<file path="config.mk">
export PLATFORM = sky130hd
export DESIGN_NAME = zbm_mult
export DESIGN_NICKNAME = d
export VERILOG_FILES = /design/src/rtl/zbm_pkg.sv /design/src/rtl/zbm_ring.sv /design/src/rtl/zbm_bitsel.sv /design/src/rtl/zbm_step.sv /design/src/rtl/zbm_mult.sv
export SDC_FILE = /design/constraint.sdc
export NUM_CORES = 1
export LEC_CHECK = 0
export ABC_AREA = 1
export BUFFER_PORTS_ARGS = -buffer_cell sky130_fd_sc_hd__buf_2
export CORE_MARGIN = 3
export CORE_UTILIZATION = 28
export DETAILED_ROUTE_END_ITERATION = 8
export GPL_ROUTABILITY_DRIVEN = 0
export PLACE_DENSITY = 0.54
export REMOVE_ABC_BUFFERS = 1
export SYNTH_ARGS = -nofsm -noshare
export SYNTH_HDL_FRONTEND = slang
export SYNTH_SLANG_ARGS = --single-unit
export TNS_END_PERCENT = 5
</file>
<file path="constraint.sdc">
create_clock -name clk -period 2.4 [get_ports clk]
set_input_delay 0.48 -clock clk [delete_from_list [all_inputs] [get_ports clk]]
set_output_delay 0.48 -clock clk [all_outputs]
set_load 0.02 [all_outputs]
</file>
<file path="src/rtl/zbm_pkg.sv">
package zbm_pkg;
  // Which register holds the current upper partial product
  typedef enum logic {
    SRC_BYPASS = 1'b0,
    SRC_FEED   = 1'b1
  } pp_src_e;
endpackage

</file>
<file path="src/rtl/zbm_ring.sv">
module zbm_ring #(
  parameter int N = 8
) (
  input  logic         clk,
  input  logic         rst,
  input  logic         load,
  input  logic         adv,
  output logic [N-1:0] ring_o,
  output logic [N-1:0] ring_nxt_o
);
  logic [N-1:0] ring_q;

  assign ring_nxt_o = {ring_q[N-2:0], ring_q[N-1]};
  assign ring_o     = ring_q;

  always_ff @(posedge clk) begin
    if (rst)       ring_q <= '0;
    else if (load) ring_q <= N'(1);
    else if (adv)  ring_q <= ring_nxt_o;
  end

  // position is always exactly one while stepping
  p_ring_onehot_r2: assert property (@(posedge clk) disable iff (rst)
    adv |-> $onehot(ring_q));
  // an accepted start homes the ring
  p_ring_home_r2: assert property (@(posedge clk) disable iff (rst)
    load |=> ring_q == N'(1));
  // stepping moves one place
  p_ring_step_r2: assert property (@(posedge clk) disable iff (rst)
    (adv && !load) |=> ring_q == {$past(ring_q[N-2:0]), $past(ring_q[N-1])});
endmodule

</file>
<file path="src/rtl/zbm_bitsel.sv">
module zbm_bitsel #(
  parameter int N = 8
) (
  input  logic [N-1:0] bits_i,
  input  logic [N-1:0] sel_i,
  output logic         bit_o
);
  assign bit_o = |(bits_i & sel_i);
endmodule

</file>
<file path="src/rtl/zbm_step.sv">
module zbm_step
  import zbm_pkg::*;
#(
  parameter int N = 8
) (
  input  logic         clk,
  input  logic         rst,
  input  logic         init,
  input  logic         init_bit,
  input  logic         step,
  input  logic         next_bit,
  input  logic [N-1:0] a_i,
  output logic [N-1:0] pp_o,
  output logic         lsb_o
);
  logic [N-1:0] fa_q;
  logic [N-1:0] bp_q;
  pp_src_e      src_q;
  logic [N:0]   add_w;
  logic [N:0]   sum_w;

  // adder sees only the feed register and the multiplicand
  assign add_w = {1'b0, fa_q} + {1'b0, a_i};
  assign sum_w = (src_q == SRC_FEED) ? add_w : {1'b0, bp_q};
  assign pp_o  = sum_w[N:1];
  assign lsb_o = sum_w[0];

  always_ff @(posedge clk) begin
    if (rst) begin
      fa_q  <= '0;
      bp_q  <= '0;
      src_q <= SRC_BYPASS;
    end else if (init) begin
      src_q <= init_bit ? SRC_FEED : SRC_BYPASS;
      if (init_bit) fa_q <= '0;
      else          bp_q <= '0;
    end else if (step) begin
      src_q <= next_bit ? SRC_FEED : SRC_BYPASS;
      if (next_bit) fa_q <= pp_o;
      else          bp_q <= pp_o;
    end
  end

  // adder operand stays quiet when the next bit is zero
  p_feed_quiet_r3: assert property (@(posedge clk) disable iff (rst)
    (step && !init && !next_bit) |=> $stable(fa_q));
  // bypass register untouched when the next bit is one
  p_bypass_quiet_r4: assert property (@(posedge clk) disable iff (rst)
    (step && !init && next_bit) |=> $stable(bp_q));
endmodule

</file>
<file path="src/rtl/zbm_mult.sv">
module zbm_mult #(
  parameter int N = 8
) (
  input  logic           clk,
  input  logic           rst,
  input  logic           start,
  input  logic [N-1:0]   a_in,
  input  logic [N-1:0]   b_in,
  output logic [2*N-1:0] product,
  output logic           ready
);
  localparam int PW = 2 * N;

  logic [N-1:0]  a_q;
  logic [N-1:0]  b_q;
  logic          busy_q;
  logic          ready_q;
  logic [PW-1:0] prod_q;
  logic [N-1:0]  lo_q;
  logic [N-1:0]  lo_w;
  logic [N-1:0]  ring_w;
  logic [N-1:0]  ring_nxt_w;
  logic          next_bit_w;
  logic [N-1:0]  pp_w;
  logic          lsb_w;
  logic          accept_w;
  logic          last_w;

  assign accept_w = start && !busy_q;
  assign last_w   = busy_q && ring_w[N-1];

  zbm_ring #(.N(N)) u_ring (
    .clk       (clk),
    .rst       (rst),
    .load      (accept_w),
    .adv       (busy_q),
    .ring_o    (ring_w),
    .ring_nxt_o(ring_nxt_w)
  );

  zbm_bitsel #(.N(N)) u_bitsel (
    .bits_i(b_q),
    .sel_i (ring_nxt_w),
    .bit_o (next_bit_w)
  );

  zbm_step #(.N(N)) u_step (
    .clk     (clk),
    .rst     (rst),
    .init    (accept_w),
    .init_bit(b_in[0]),
    .step    (busy_q),
    .next_bit(next_bit_w),
    .a_i     (a_q),
    .pp_o    (pp_w),
    .lsb_o   (lsb_w)
  );

  // low product bits written in place at the ring position
  for (genvar i = 0; i < N; i++) begin : g_lo
    assign lo_w[i] = ring_w[i] ? lsb_w : lo_q[i];
    always_ff @(posedge clk) begin
      if (rst)                      lo_q[i] <= 1'b0;
      else if (busy_q && ring_w[i]) lo_q[i] <= lsb_w;
    end
  end

  always_ff @(posedge clk) begin
    if (rst) begin
      a_q     <= '0;
      b_q     <= '0;
      busy_q  <= 1'b0;
      ready_q <= 1'b0;
      prod_q  <= '0;
    end else if (accept_w) begin
      a_q     <= a_in;
      b_q     <= b_in;
      busy_q  <= 1'b1;
      ready_q <= 1'b0;
    end else if (last_w) begin
      busy_q  <= 1'b0;
      ready_q <= 1'b1;
      prod_q  <= {pp_w, lo_w};
    end
  end

  assign product = prod_q;
  assign ready   = ready_q;

  // operands frozen for the whole run
  p_ops_frozen_r1: assert property (@(posedge clk) disable iff (rst)
    busy_q |=> $stable(b_q) && $stable(a_q));
  // ready only rises at the end of a run
  p_ready_rise_r5: assert property (@(posedge clk) disable iff (rst)
    $rose(ready_q) |-> $past(busy_q));
  // never ready and busy together
  p_ready_excl_r5: assert property (@(posedge clk) disable iff (rst)
    !(ready_q && busy_q));
  // result held until a new start
  p_hold_r7: assert property (@(posedge clk) disable iff (rst)
    (ready_q && !start) |=> ready_q && $stable(prod_q));
  // start during a run leaves it running
  p_busy_start_r8: assert property (@(posedge clk) disable iff (rst)
    (busy_q && start && !last_w) |=> busy_q);
endmodule

</file>
==> flow_results.xml, run 1 <==
<?xml version="1.0" encoding="UTF-8"?>
<metrics>
  <group name="job">
    <metric name="reported_max_cap_violation_count" unit="">0</metric>
  </group>
  <group name="place">
    <metric name="numPortBuffers" unit="">35</metric>
    <metric name="placed_cells" unit="">553</metric>
    <metric name="place.detailed.hpwl" unit="um">5110</metric>
    <metric name="preCtsSetupSlack" unit="ns">0.551</metric>
  </group>
  <group name="cts">
    <metric name="tritoncts_num_sinks" unit="">66</metric>
    <metric name="numCtsBuffers" unit="">9</metric>
    <metric name="clock_tree.root_cell" unit="">sky130_fd_sc_hd__clkbuf_8</metric>
    <metric name="worst_setup_hold_path_clk_slew" unit="ns">0.08</metric>
    <metric name="htreeDepth" unit="">3</metric>
    <metric name="tritoncts" unit="">yes</metric>
    <metric name="cts_resized" unit="">0</metric>
    <metric name="total_setup_buffers_inserted_after_cts" unit="">0</metric>
    <metric name="cts_hold_buf" unit="">0</metric>
    <metric name="cts_buffer_depth" unit="">2</metric>
    <metric name="worstSkewPairLatency" unit="ns">0.34</metric>
  </group>
  <group name="hold_path">
    <metric name="timing.hold.worst_endpoint" unit="">a_q[7]</metric>
    <metric name="min_delay_path_depth" unit="">3</metric>
    <metric name="worstHoldPathType" unit="">in2reg</metric>
    <metric name="min_from" unit="">a_in[7]</metric>
  </group>
  <group name="grt">
    <metric name="globalRoute.totalOverflow" unit="">0</metric>
    <metric name="grt_most_used_layer" unit="">met2</metric>
    <metric name="antenna_violations_before_repair" unit="">0</metric>
    <metric name="groute.layer.met3.usage" unit="%">3.46</metric>
    <metric name="grt_pass1_wl" unit="um">12100</metric>
    <metric name="grt_max_degree" unit="">21</metric>
    <metric name="via_count_of_the_first_global_routing_pass" unit="">2601</metric>
    <metric name="groute.usage.overall" unit="%">13.0</metric>
    <metric name="grt_util_met2" unit="%">22.2</metric>
    <metric name="groute.layer.met1.usage" unit="%">15.8</metric>
  </group>
  <group name="setup_path">
    <metric name="crit_arrival" unit="ns">2.14</metric>
    <metric name="critical_path.endpoint_type" unit="">flop</metric>
    <metric name="worstSetupStartpointType" unit="">flop</metric>
    <metric name="cp_cell_sequence" unit="">ha_1 &gt; inv_1 &gt; fa_1 &gt; inv_1 &gt; nand2_1 &gt; nand2_1 &gt; nand3b_1 &gt; o21ai_0 &gt; nand3_1 &gt; o22ai_1</metric>
    <metric name="worst_path_largest_cell_delay" unit="ns">0.39</metric>
    <metric name="cp.buffers_inverters" unit="">2</metric>
    <metric name="r2r-end" unit="">u_step.bp_q[7]</metric>
    <metric name="critPathSlowestCell" unit="">sky130_fd_sc_hd__fa_1</metric>
    <metric name="critical_path_depth" unit="">10</metric>
    <metric name="timing.rr.start" unit="">a_q[0]</metric>
    <metric name="path_class" unit="">reg2reg</metric>
    <metric name="worstPathRequired" unit="ns">2.67</metric>
    <metric name="cpLargestDelayFamily" unit="">adder cells</metric>
    <metric name="top_fanout_value_on_the_critical_path" unit="">3</metric>
    <metric name="timing.reg2reg.worst_path_depth" unit="">10</metric>
    <metric name="timing.reg2reg.setup_slack" unit="ns">0.53</metric>
  </group>
  <group name="synthesis">
    <metric name="synth_most_common_cell" unit="">sky130_fd_sc_hd__nand2_1</metric>
    <metric name="synth-warning-count" unit="">0</metric>
    <metric name="post_synth_main_area_contributors" unit="">sky130_fd_sc_hd__dfxtp_1, sky130_fd_sc_hd__nand2_1, sky130_fd_sc_hd__nor2_1</metric>
    <metric name="yosysTopAreaCellShare" unit="%">45.2</metric>
    <metric name="synth-async-reset-ratio" unit="%">0</metric>
    <metric name="cell_area_synth" unit="um2">2920</metric>
    <metric name="netlist_instances" unit="">392</metric>
    <metric name="ys_seq_area_share" unit="%">45.2</metric>
    <metric name="synth_flop_cell" unit="">sky130_fd_sc_hd__dfxtp_1</metric>
    <metric name="ys_ff_latch" unit="">66</metric>
    <metric name="edff_count_synth" unit="">0</metric>
    <metric name="synth_area_per_cell" unit="um2">7.45</metric>
    <metric name="synth_top_area_cell" unit="">sky130_fd_sc_hd__dfxtp_1</metric>
    <metric name="synth_commonest_cells" unit="">sky130_fd_sc_hd__nand2_1, sky130_fd_sc_hd__dfxtp_1, sky130_fd_sc_hd__nor2_1</metric>
    <metric name="yosysUniqueCellTypes" unit="">31</metric>
  </group>
  <group name="layout">
    <metric name="nNetsFinal" unit="">459</metric>
    <metric name="final_layout_size_suffix_gt1_share" unit="%">17.0</metric>
    <metric name="insertedDiodeCount" unit="">0</metric>
    <metric name="multi_input_area" unit="um2">1390</metric>
    <metric name="fillerInstances" unit="">1083</metric>
    <metric name="area_growth" unit="%">19.3</metric>
    <metric name="ff_latch_area" unit="um2">1320</metric>
    <metric name="final_cell_count_no_fill" unit="">569</metric>
  </group>
  <group name="route">
    <metric name="routed_wirelength" unit="um">7100</metric>
    <metric name="drc" unit="">0</metric>
    <metric name="drt_pass1_iterations" unit="">4</metric>
    <metric name="vias_per_cell" unit="">4.57</metric>
    <metric name="vias" unit="">2601</metric>
    <metric name="routed_length_per_instance" unit="um">12.5</metric>
    <metric name="detail-route-antenna-nets" unit="">0</metric>
    <metric name="first_iter_violations" unit="">96</metric>
  </group>
  <group name="power_and_ir_drop">
    <metric name="switching_share" unit="%">25.3</metric>
    <metric name="internal_power" unit="mW">1.93</metric>
    <metric name="clockPowerShare" unit="%">44.9</metric>
    <metric name="total_switching_power" unit="mW">0.651</metric>
    <metric name="power.static_leakage" unit="nW">1.60</metric>
    <metric name="seq_power_share" unit="%">45.4</metric>
    <metric name="vdd_drop_max" unit="mV">0.317</metric>
    <metric name="power_frac_comb" unit="%">9.7</metric>
    <metric name="power.density" unit="nW/um2">739</metric>
  </group>
  <group name="run_status">
    <metric name="outcome" unit="">complete, no violations</metric>
  </group>
  <group name="die">
    <metric name="die_width" unit="um">108</metric>
    <metric name="fp.dieArea" unit="um2">11700</metric>
    <metric name="floorplan.initialDensity" unit="%">29.3</metric>
    <metric name="io-pin-count" unit="">36</metric>
    <metric name="std_cell_rows" unit="">36</metric>
    <metric name="die_h" unit="um">108</metric>
    <metric name="core_area" unit="um2">9950</metric>
  </group>
  <group name="sta">
    <metric name="skew_final" unit="ns">0.0116</metric>
    <metric name="setup_violators_final" unit="">0</metric>
    <metric name="post_route_fraction_of_the_period_consumed_by_the_critical_path" unit="%">77.8</metric>
    <metric name="timing_max_transition_violations_final" unit="">0</metric>
    <metric name="final.setup.tns" unit="ns">0</metric>
    <metric name="postLayoutSetupSlackWorst" unit="ns">0.533</metric>
    <metric name="max_slew.worst_pin.slew" unit="ns">0.582</metric>
    <metric name="setup_repair_after_global_routing_missed_its_margin" unit="">no</metric>
    <metric name="final_hold_viol_count" unit="">0</metric>
    <metric name="relSlewSlack" unit="%">61.1</metric>
    <metric name="timing.fmax" unit="MHz">536</metric>
    <metric name="period_needed" unit="ns">1.87</metric>
  </group>
</metrics>
[per-stage QoR]
stage	power, mW	hold slack, ns	utilization, %	cell area, um2
after global placement	1.45	0.436	32.5	3240
after detailed placement	1.45	0.446	32.5	3240
after CTS	2.62	0.345	35.0	3480
after floorplan	1.36	0.421	-	2860
final	2.58	0.360	35.0	3480
after global routing	2.69	0.365	35.0	3480
[registers in the layout, indices dropped and copies added, names as in the netlist]
| register | count |
|---|---|
| product | 16 |
| a_q | 8 |
| b_q | 8 |
| u_ring.ring_o | 8 |
| u_step.bp_q | 8 |
| u_step.fa_q | 8 |
| lo_q | 7 |
| busy_q | 1 |
| ready | 1 |
| u_step.src_q | 1 |
[worst max-delay path by stage]
stage / endpoint / from / slack (ns)
2_1_floorplan: u_step.bp_q[7] / a_q[0] / 0.72
4_1_cts: u_step.fa_q[7] / a_q[0] / 0.52
3_3_place_gp: u_step.bp_q[7] / a_q[0] / 0.56
3_5_place_dp: u_step.fa_q[7] / a_q[0] / 0.55
6_report: u_step.bp_q[7] / a_q[0] / 0.53
5_1_grt: u_step.bp_q[7] / u_step.fa_q[0] / 0.23
[per-layer routing]
layer	vias to the layer above	routed length, um
met2	39	3410
met4	0	96
met1	1184	3350
li1	1367	-
met3	11	249
met5	-	0
[power by group through the flow]
stage	clock network, mW	registers [mW]	logic [mW]
6_report	1.16	1.17	0.251
3_3_place_gp	0	1.19	0.251
3_5_place_dp	0	1.20	0.254
2_1_floorplan	0	1.18	0.177
4_1_cts	1.19	1.17	0.255
5_1_grt	1.23	1.18	0.290
[layout make-up]
type	instances	share of cell area, %
multi-input cells	277	40.0
inverters	37	4.06
flip-flops and latches	66	37.9
clock buffers	9	3.55
clock inverters	7	3.59
well taps	133	4.78
repair buffers	40	6.10
[layout by cell type, fill, tap and decap left out, types with 2 or more instances in the layout]
master	count
sky130_fd_sc_hd__clkbuf_8	9
sky130_fd_sc_hd__clkinv_4	3
sky130_fd_sc_hd__ha_1	8
sky130_fd_sc_hd__nor2_4	2
sky130_fd_sc_hd__o21ai_0	34
sky130_fd_sc_hd__buf_2	35
sky130_fd_sc_hd__o21ai_1	5
sky130_fd_sc_hd__a31oi_1	3
sky130_fd_sc_hd__nand2_4	2
sky130_fd_sc_hd__bufinv_16	3
sky130_fd_sc_hd__inv_1	31
sky130_fd_sc_hd__dfxtp_1	66
sky130_fd_sc_hd__nand2_1	84
sky130_fd_sc_hd__a21oi_1	32
sky130_fd_sc_hd__or2_1	2
sky130_fd_sc_hd__or2_2	4
sky130_fd_sc_hd__o22ai_1	3
sky130_fd_sc_hd__inv_2	4
sky130_fd_sc_hd__o211ai_1	7
sky130_fd_sc_hd__nor2_1	47
sky130_fd_sc_hd__nand3_1	31
sky130_fd_sc_hd__nand2_2	3
sky130_fd_sc_hd__nand3b_1	4
sky130_fd_sc_hd__buf_4	5
[kinds of logic after synthesis]
group	after synthesis	share of synthesized area, %
buffers and inverters	49	7.03
XOR/XNOR	1	0.300
flip-flops	66	45.2
AND/OR/NAND/NOR	181	27.2
AO/OA/AOI/OAI	86	16.1
adder cells (fa/ha/maj)	9	4.11
[worst reg2reg max path, delay by kind of cell, from the launching register on]
kind            cells  cell delay (ns)
simple gates        4             0.37
buf+inv             2             0.12
fa+ha+maj           2             0.55
compound gates      2             0.42
flops               1             0.33
No activity file was read; power rests on OpenSTA's default activity.
==> inputs of run 2 (changes only) <==
--- a/config.mk
+++ b/config.mk
@@ -5,13 +5,13 @@
 export SDC_FILE = /design/constraint.sdc
 export NUM_CORES = 1
 export LEC_CHECK = 0
-export ABC_AREA = 1
+export ABC_AREA = 0
 export BUFFER_PORTS_ARGS = -buffer_cell sky130_fd_sc_hd__buf_2
 export CORE_MARGIN = 3
 export CORE_UTILIZATION = 28
 export DETAILED_ROUTE_END_ITERATION = 8
 export GPL_ROUTABILITY_DRIVEN = 0
-export PLACE_DENSITY = 0.54
+export PLACE_DENSITY = 0.56
 export REMOVE_ABC_BUFFERS = 1
 export SYNTH_ARGS = -nofsm -noshare
 export SYNTH_HDL_FRONTEND = slang
==> constraint.sdc (replaced) <==
create_clock -name clk -period 1.5 [get_ports clk]
set_input_delay 0.3 -clock clk [delete_from_list [all_inputs] [get_ports clk]]
set_output_delay 0.3 -clock clk [all_outputs]
set_load 0.02 [all_outputs]
==> run 2 against run 1 <==
Against the previous run: the flow now finishes with violations (negative setup slack); setup slack got worse by 0.77 ns; first-iteration DRC count shrank 4.2%; synthesized cell count shrank 9.7%; highest routed layer unchanged.
==> flow_results.xml, run 2 <==
<?xml version="1.0" encoding="UTF-8"?>
<metrics>
  <group name="layout">
    <metric name="final_cell_count_no_fill" unit="">567</metric>
    <metric name="layout_common_cells" unit="">sky130_fd_sc_hd__dfxtp_1, sky130_fd_sc_hd__nand2_1, sky130_fd_sc_hd__buf_4</metric>
    <metric name="final_layout_size_suffix_gt1_share" unit="%">35.5</metric>
    <metric name="nNetsFinal" unit="">456</metric>
    <metric name="largest_register_ffs" unit="">16</metric>
    <metric name="finalCoreUtilization" unit="%">39.0</metric>
    <metric name="fillerInstances" unit="">1092</metric>
    <metric name="ff_latch_area" unit="um2">1330</metric>
    <metric name="area_growth" unit="%">34.5</metric>
    <metric name="final_area" unit="um2">4060</metric>
    <metric name="final_common_cell" unit="">sky130_fd_sc_hd__dfxtp_1</metric>
    <metric name="multi_input_area" unit="um2">1730</metric>
    <metric name="insertedDiodeCount" unit="">0</metric>
  </group>
  <group name="route">
    <metric name="routed_wirelength" unit="um">8130</metric>
    <metric name="first_iter_violations" unit="">92</metric>
    <metric name="vias" unit="">2802</metric>
    <metric name="drc" unit="">0</metric>
    <metric name="drt_pass1_iterations" unit="">4</metric>
    <metric name="detail-route-antenna-nets" unit="">0</metric>
    <metric name="routed_length_per_instance" unit="um">14.3</metric>
    <metric name="vias_per_cell" unit="">4.94</metric>
  </group>
  <group name="cts">
    <metric name="tritoncts" unit="">yes</metric>
    <metric name="cts_hold_buf" unit="">0</metric>
    <metric name="worstSkewPairLatency" unit="ns">0.34</metric>
    <metric name="htreeDepth" unit="">3</metric>
    <metric name="cts_buffer_depth" unit="">2</metric>
    <metric name="numCtsBuffers" unit="">9</metric>
    <metric name="worst_setup_hold_path_clk_slew" unit="ns">0.07</metric>
    <metric name="tritoncts_num_sinks" unit="">66</metric>
    <metric name="clock_tree.root_cell" unit="">sky130_fd_sc_hd__clkbuf_8</metric>
  </group>
  <group name="die">
    <metric name="floorplan.initialDensity" unit="%">29.0</metric>
    <metric name="fp.dieArea" unit="um2">12100</metric>
    <metric name="die_width" unit="um">110</metric>
    <metric name="io-pin-count" unit="">36</metric>
    <metric name="core_area" unit="um2">10400</metric>
    <metric name="die_h" unit="um">110</metric>
    <metric name="std_cell_rows" unit="">37</metric>
  </group>
  <group name="sta">
    <metric name="fin_hold_ws" unit="ns">0.184</metric>
    <metric name="setup_repair_after_global_routing_missed_its_margin" unit="">yes</metric>
    <metric name="final_hold_viol_count" unit="">0</metric>
    <metric name="max_slew.worst_pin.slew" unit="ns">0.440</metric>
    <metric name="relSlewSlack" unit="%">70.7</metric>
    <metric name="final.setup.tns" unit="ns">-3.23</metric>
    <metric name="post_route_fraction_of_the_period_consumed_by_the_critical_path" unit="%">116</metric>
    <metric name="postLayoutSetupSlackWorst" unit="ns">-0.234</metric>
    <metric name="period_needed" unit="ns">1.73</metric>
    <metric name="timing.fmax" unit="MHz">577</metric>
    <metric name="setup_violators_final" unit="">22</metric>
    <metric name="skew_final" unit="ns">0.00658</metric>
    <metric name="timing_max_transition_violations_final" unit="">0</metric>
  </group>
  <group name="power_and_ir_drop">
    <metric name="vdd_drop_max" unit="mV">0.605</metric>
    <metric name="seq_power_share" unit="%">47.9</metric>
    <metric name="switching_share" unit="%">23.3</metric>
    <metric name="power.static_leakage" unit="nW">1.55</metric>
    <metric name="internal_power" unit="mW">2.91</metric>
    <metric name="power_frac_comb" unit="%">9.6</metric>
    <metric name="finalPower" unit="mW">3.79</metric>
    <metric name="clockPowerShare" unit="%">42.6</metric>
    <metric name="total_switching_power" unit="mW">0.884</metric>
    <metric name="power.density" unit="nW/um2">934</metric>
  </group>
  <group name="place">
    <metric name="place.detailed.hpwl" unit="um">5820</metric>
    <metric name="preCtsSetupSlack" unit="ns">-0.516</metric>
    <metric name="detailed_place.area" unit="um2">3640</metric>
    <metric name="placed_cells" unit="">552</metric>
    <metric name="numPortBuffers" unit="">35</metric>
  </group>
  <group name="hold_path">
    <metric name="min_delay_path_depth" unit="">3</metric>
    <metric name="worstHoldPathType" unit="">in2reg</metric>
    <metric name="min_from" unit="">a_in[5]</metric>
    <metric name="timing.hold.worst_endpoint" unit="">a_q[5]</metric>
  </group>
  <group name="synthesis">
    <metric name="synth_top_area_cell" unit="">sky130_fd_sc_hd__dfxtp_1</metric>
    <metric name="synth-warning-count" unit="">0</metric>
    <metric name="synth_most_common_cell" unit="">sky130_fd_sc_hd__dfxtp_1</metric>
    <metric name="synth-async-reset-ratio" unit="%">0</metric>
    <metric name="synth_commonest_cells" unit="">sky130_fd_sc_hd__dfxtp_1, sky130_fd_sc_hd__nand2_1, sky130_fd_sc_hd__a21oi_1</metric>
    <metric name="cell_area_synth" unit="um2">3020</metric>
    <metric name="post_synth_main_area_contributors" unit="">sky130_fd_sc_hd__dfxtp_1, sky130_fd_sc_hd__a21oi_1, sky130_fd_sc_hd__nand2_1</metric>
    <metric name="ys_seq_area_share" unit="%">43.7</metric>
    <metric name="edff_count_synth" unit="">0</metric>
    <metric name="yosysUniqueCellTypes" unit="">58</metric>
    <metric name="netlist_instances" unit="">354</metric>
    <metric name="synth_flop_cell" unit="">sky130_fd_sc_hd__dfxtp_1</metric>
    <metric name="ys_ff_latch" unit="">66</metric>
    <metric name="yosysTopAreaCellShare" unit="%">43.7</metric>
    <metric name="synth_area_per_cell" unit="um2">8.53</metric>
  </group>
  <group name="run_status">
    <metric name="failed_checks" unit="">negative setup slack</metric>
    <metric name="outcome" unit="">finished with violations</metric>
  </group>
  <group name="grt">
    <metric name="groute.usage.overall" unit="%">14.2</metric>
    <metric name="grt_max_degree" unit="">22</metric>
    <metric name="globalRoute.totalOverflow" unit="">0</metric>
    <metric name="grt_pass1_wl" unit="um">13300</metric>
    <metric name="via_count_of_the_first_global_routing_pass" unit="">2739</metric>
    <metric name="antenna_violations_before_repair" unit="">0</metric>
  </group>
  <group name="setup_path">
    <metric name="worstPathRequired" unit="ns">1.74</metric>
    <metric name="timing.reg2reg.worst_path_depth" unit="">8</metric>
    <metric name="path_class" unit="">reg2reg</metric>
    <metric name="crit_arrival" unit="ns">1.98</metric>
    <metric name="critical_path.endpoint_type" unit="">flop</metric>
    <metric name="worstSetupStartpointType" unit="">flop</metric>
    <metric name="r2r-end" unit="">u_step.bp_q[3]</metric>
    <metric name="top_fanout_value_on_the_critical_path" unit="">3</metric>
    <metric name="timing.reg2reg.setup_slack" unit="ns">-0.23</metric>
    <metric name="timing.rr.start" unit="">a_q[0]</metric>
  </group>
  <group name="job">
    <metric name="reported_max_cap_violation_count" unit="">0</metric>
  </group>
</metrics>
## run 2: changes by cell type after synthesis, moves of 6 or more
cell / previous run / this run
sky130_fd_sc_hd__a211oi_1: 0 / 11
sky130_fd_sc_hd__a21oi_1: 32 / 44
sky130_fd_sc_hd__a22oi_1: 0 / 9
sky130_fd_sc_hd__a311oi_1: 0 / 7
sky130_fd_sc_hd__inv_1: 31 / 10
sky130_fd_sc_hd__nand2_1: 84 / 55
sky130_fd_sc_hd__nand3_1: 31 / 7
sky130_fd_sc_hd__nor2_1: 47 / 39
sky130_fd_sc_hd__o211ai_1: 7 / 1
sky130_fd_sc_hd__o21ai_0: 34 / 14
## run 2: how the worst max path moves through the flow
stage	from	endpoint	slack, ns	cells past startpoint
2_1_floorplan	busy_q	u_step.fa_q[1]	-0.44	4
3_3_place_gp	a_q[0]	u_step.fa_q[3]	-0.40	8
3_5_place_dp	u_step.fa_q[0]	u_step.fa_q[3]	-0.52	8
4_1_cts	a_q[0]	u_step.bp_q[3]	-0.26	8
5_1_grt	a_q[0]	u_step.bp_q[3]	-0.31	8
6_report	a_q[0]	u_step.bp_q[3]	-0.23	8
## run 2: cell type report
class / instances / share of cell area [%]
tap: 136 / 4.19
sequential: 66 / 32.8
multi-input combinational: 259 / 42.7
clock inverter: 3 / 1.60
clock buffer: 11 / 3.48
inverter: 10 / 0.924
timing repair buffer: 82 / 14.3
## run 2: power by group through the flow
| stage | combinational, mW | sequential, mW | clock (mW) |
|---|---|---|---|
| floorplan | 0.136 | 1.86 | 0 |
| global placement | 0.335 | 1.85 | 0 |
| detailed placement | 0.339 | 1.85 | 0 |
| CTS | 0.353 | 1.81 | 1.67 |
| global route | 0.397 | 1.82 | 1.73 |
| finish | 0.362 | 1.82 | 1.61 |
## run 2: worst max-delay path, cell delays in order, from the launching register on
cell                       delay [ns]
sky130_fd_sc_hd__dfxtp_2         0.35
sky130_fd_sc_hd__ha_4            0.14
sky130_fd_sc_hd__inv_2           0.03
sky130_fd_sc_hd__fa_2            0.34
sky130_fd_sc_hd__nand2b_4        0.17
sky130_fd_sc_hd__and3_4          0.17
sky130_fd_sc_hd__nor3_2          0.21
sky130_fd_sc_hd__mux2_4          0.19
sky130_fd_sc_hd__nor2_2          0.03
## run 2: repair_timing
item | CTS | global route
setup endpoints to repair | 24 | 24
resized for setup | 30 | 21
pin swaps | 10 | 5
setup buffers | 1 | 0
## run 2: logic make-up after synthesis
family / after synthesis / synth area share, %
adders and majority gates: 9 / 3.98
DFF: 66 / 43.7
xor gates and xnor gates: 1 / 0.290
buffers and inverters: 29 / 5.34
muxes: 6 / 2.20
AOI/OAI and AO/OA: 106 / 23.2
and+or+nand+nor: 137 / 21.3
## run 2: layer usage
metal | share of wire (%) | GRT usage, % | vias up
met4 | 1.7 | 5.08 | 0
met2 | 47 | 22.4 | 53
li1 | - | - | 1408
met5 | 0 | 0 | -
met3 | 4.4 | 4.46 | 11
met1 | 47 | 18.2 | 1330
==> inputs of run 3 (changes only) <==
--- a/config.mk
+++ b/config.mk
@@ -8,10 +8,10 @@
 export ABC_AREA = 0
 export BUFFER_PORTS_ARGS = -buffer_cell sky130_fd_sc_hd__buf_2
 export CORE_MARGIN = 3
-export CORE_UTILIZATION = 28
+export CORE_UTILIZATION = 36
 export DETAILED_ROUTE_END_ITERATION = 8
 export GPL_ROUTABILITY_DRIVEN = 0
-export PLACE_DENSITY = 0.56
+export PLACE_DENSITY = 0.66
 export REMOVE_ABC_BUFFERS = 1
 export SYNTH_ARGS = -nofsm -noshare
 export SYNTH_HDL_FRONTEND = slang
==> run 3 against run 2 <==
Against the previous run: the flow still finishes with violations (negative setup slack); sequential power is essentially flat; combinational power hardly changed; utilization rose by 12 points; via count about the same; power down 7.0%; critical path type unchanged; critical endpoint unchanged; largest cell class unchanged.
==> flow_results.xml, run 3 (same netlist as run 2, synthesis figures left out) <==
<?xml version="1.0" encoding="UTF-8"?>
<metrics>
  <group name="grt">
    <metric name="grt_max_degree" unit="">43</metric>
    <metric name="groute.usage.overall" unit="%">16.8</metric>
    <metric name="via_count_of_the_first_global_routing_pass" unit="">2689</metric>
    <metric name="grt_pass1_wl" unit="um">12900</metric>
    <metric name="antenna_violations_before_repair" unit="">0</metric>
    <metric name="globalRoute.totalOverflow" unit="">0</metric>
  </group>
  <group name="route">
    <metric name="routed_length_per_instance" unit="um">14.4</metric>
    <metric name="first_iter_violations" unit="">105</metric>
    <metric name="drc" unit="">0</metric>
    <metric name="vias_per_cell" unit="">5.20</metric>
    <metric name="detail-route-antenna-nets" unit="">0</metric>
    <metric name="routed_wirelength" unit="um">7790</metric>
    <metric name="drt_pass1_iterations" unit="">4</metric>
    <metric name="vias" unit="">2804</metric>
  </group>
  <group name="sta">
    <metric name="setup_repair_after_global_routing_missed_its_margin" unit="">yes</metric>
    <metric name="timing.fmax" unit="MHz">550</metric>
    <metric name="final_hold_viol_count" unit="">0</metric>
    <metric name="timing_max_transition_violations_final" unit="">0</metric>
    <metric name="max_slew.worst_pin.slew" unit="ns">0.420</metric>
    <metric name="final.setup.tns" unit="ns">-3.62</metric>
    <metric name="relSlewSlack" unit="%">72.0</metric>
    <metric name="post_route_fraction_of_the_period_consumed_by_the_critical_path" unit="%">121</metric>
    <metric name="postLayoutSetupSlackWorst" unit="ns">-0.319</metric>
    <metric name="skew_final" unit="ns">0.0128</metric>
    <metric name="setup_violators_final" unit="">24</metric>
    <metric name="period_needed" unit="ns">1.82</metric>
  </group>
  <group name="hold_path">
    <metric name="min_from" unit="">a_in[5]</metric>
    <metric name="timing.hold.worst_endpoint" unit="">a_q[5]</metric>
    <metric name="min_delay_path_depth" unit="">3</metric>
    <metric name="worstHoldPathType" unit="">in2reg</metric>
  </group>
  <group name="layout">
    <metric name="final_layout_size_suffix_gt1_share" unit="%">36.2</metric>
    <metric name="insertedDiodeCount" unit="">0</metric>
    <metric name="multi_input_area" unit="um2">1750</metric>
    <metric name="layout_common_cells" unit="">sky130_fd_sc_hd__dfxtp_1, sky130_fd_sc_hd__nand2_1, sky130_fd_sc_hd__buf_4</metric>
    <metric name="final_common_cell" unit="">sky130_fd_sc_hd__dfxtp_1</metric>
    <metric name="largest_register_ffs" unit="">16</metric>
    <metric name="ff_latch_area" unit="um2">1330</metric>
    <metric name="area_growth" unit="%">33.1</metric>
    <metric name="final_cell_count_no_fill" unit="">539</metric>
    <metric name="fillerInstances" unit="">754</metric>
    <metric name="nNetsFinal" unit="">460</metric>
  </group>
  <group name="setup_path">
    <metric name="critical_path.endpoint_type" unit="">flop</metric>
    <metric name="crit_arrival" unit="ns">2.12</metric>
    <metric name="worst_path_largest_cell_delay" unit="ns">0.35</metric>
    <metric name="worstPathRequired" unit="ns">1.80</metric>
    <metric name="timing.reg2reg.setup_slack" unit="ns">-0.32</metric>
    <metric name="cp_cell_sequence" unit="">ha_4 &gt; inv_2 &gt; fa_2 &gt; nand2b_4 &gt; a211oi_4 &gt; nor3_4 &gt; mux2_4 &gt; nor2_4</metric>
    <metric name="timing.reg2reg.worst_path_depth" unit="">8</metric>
    <metric name="cp.buffers_inverters" unit="">1</metric>
    <metric name="cpLargestDelayFamily" unit="">adder cells</metric>
    <metric name="timing.rr.start" unit="">a_q[0]</metric>
    <metric name="top_fanout_value_on_the_critical_path" unit="">3</metric>
    <metric name="critPathSlowestCell" unit="">sky130_fd_sc_hd__dfxtp_2</metric>
    <metric name="worstSetupStartpointType" unit="">flop</metric>
    <metric name="path_class" unit="">reg2reg</metric>
    <metric name="r2r-end" unit="">u_step.bp_q[3]</metric>
  </group>
  <group name="die">
    <metric name="die_width" unit="um">97.6</metric>
    <metric name="die_h" unit="um">97.6</metric>
    <metric name="io-pin-count" unit="">36</metric>
    <metric name="core_area" unit="um2">7930</metric>
    <metric name="floorplan.initialDensity" unit="%">38.1</metric>
    <metric name="fp.dieArea" unit="um2">9520</metric>
    <metric name="std_cell_rows" unit="">32</metric>
  </group>
  <group name="run_status">
    <metric name="failed_checks" unit="">negative setup slack</metric>
    <metric name="outcome" unit="">finished with violations</metric>
  </group>
  <group name="cts">
    <metric name="tritoncts" unit="">yes</metric>
    <metric name="worstSkewPairLatency" unit="ns">0.36</metric>
    <metric name="numCtsBuffers" unit="">9</metric>
    <metric name="clock_tree.root_cell" unit="">sky130_fd_sc_hd__clkbuf_8</metric>
    <metric name="htreeDepth" unit="">3</metric>
    <metric name="cts_buffer_depth" unit="">2</metric>
    <metric name="total_setup_buffers_inserted_after_cts" unit="">0</metric>
    <metric name="worst_setup_hold_path_clk_slew" unit="ns">0.08</metric>
    <metric name="tritoncts_num_sinks" unit="">66</metric>
    <metric name="cts_hold_buf" unit="">0</metric>
  </group>
  <group name="place">
    <metric name="placed_cells" unit="">523</metric>
    <metric name="place.detailed.hpwl" unit="um">5500</metric>
    <metric name="numPortBuffers" unit="">35</metric>
  </group>
  <group name="power_and_ir_drop">
    <metric name="power.density" unit="nW/um2">877</metric>
    <metric name="power.static_leakage" unit="nW">1.55</metric>
    <metric name="vdd_drop_max" unit="mV">0.493</metric>
  </group>
  <group name="job">
    <metric name="reported_max_cap_violation_count" unit="">0</metric>
  </group>
</metrics>
## run 3: changes by cell type in the layout (fill, tap and decap cells not counted), moves of 2 or more
cell                         before  now
sky130_fd_sc_hd__nor2_2           2    0
sky130_fd_sc_hd__dfxtp_1         58   56
sky130_fd_sc_hd__bufinv_16        2    0
sky130_fd_sc_hd__a211oi_2         3    0
sky130_fd_sc_hd__clkinv_4         0    2
sky130_fd_sc_hd__buf_4           42   48
sky130_fd_sc_hd__clkinvlp_4       0    3
sky130_fd_sc_hd__a211oi_4         0    2
sky130_fd_sc_hd__dfxtp_2          8   10
## run 3: metrics by stage
step | hold slack [ns] | power [mW] | area (um2) | utilization [%] | setup WS [ns]
3_5_place_dp | 0.440 | 2.19 | 3620 | 45.7 | -0.532
6_report | 0.172 | 3.53 | 4020 | 50.7 | -0.319
4_1_cts | 0.160 | 3.57 | 3980 | 50.2 | -0.297
2_1_floorplan | 0.369 | 2.00 | 2900 | - | -0.442
5_1_grt | 0.166 | 3.69 | 4020 | 50.7 | -0.396
3_3_place_gp | 0.433 | 2.18 | 3620 | 45.7 | -0.400
## run 3: cell type report
cell class	count	share of cell area, %
well taps	102	3.17
inverters	10	0.933
multi-input cells	259	43.5
repair buffers	86	14.8
flip-flops and latches	66	33.2
clock inverters	7	1.34
clock buffers	9	3.08
## run 3: worst reg2reg max path: cells and delay by family, from the launching register on
kind / cells / cell delay, ns
compound gates: 1 / 0.29
flops: 1 / 0.35
simple gates: 3 / 0.34
buf+inv: 1 / 0.04
fa+ha+maj: 2 / 0.49
mux: 1 / 0.28
## run 3: worst max path at each step
stage              startpoint        endpoint  slack, ns  cells after the start
6_report               a_q[0]  u_step.bp_q[3]      -0.32                      8
4_1_cts        u_step.fa_q[0]  u_step.fa_q[3]      -0.30                      8
3_3_place_gp           a_q[0]  u_step.bp_q[7]      -0.40                      8
2_1_floorplan          busy_q  u_step.fa_q[1]      -0.44                      4
5_1_grt                a_q[0]  u_step.bp_q[3]      -0.40                      8
3_5_place_dp           a_q[0]  u_step.bp_q[7]      -0.53                      8
## run 3: repair_timing
action,in CTS,in global routing
setup endpoints to repair,29,31
pin swaps,12,8
resized for setup,43,10
## run 3: per-layer routing
layer	track usage [%]	part of all wire, %	vias to the layer above
met2	28.0	48	48
met5	0	0	-
met3	5.17	4.1	10
li1	-	-	1418
met4	5.43	1.6	0
met1	20.5	46	1328
## run 3: report_power, final
part	internal, mW	total, mW	switching [mW]
Sequential	1.79	1.82	0.0286
Clock	0.606	1.35	0.744
Combinational	0.162	0.361	0.199
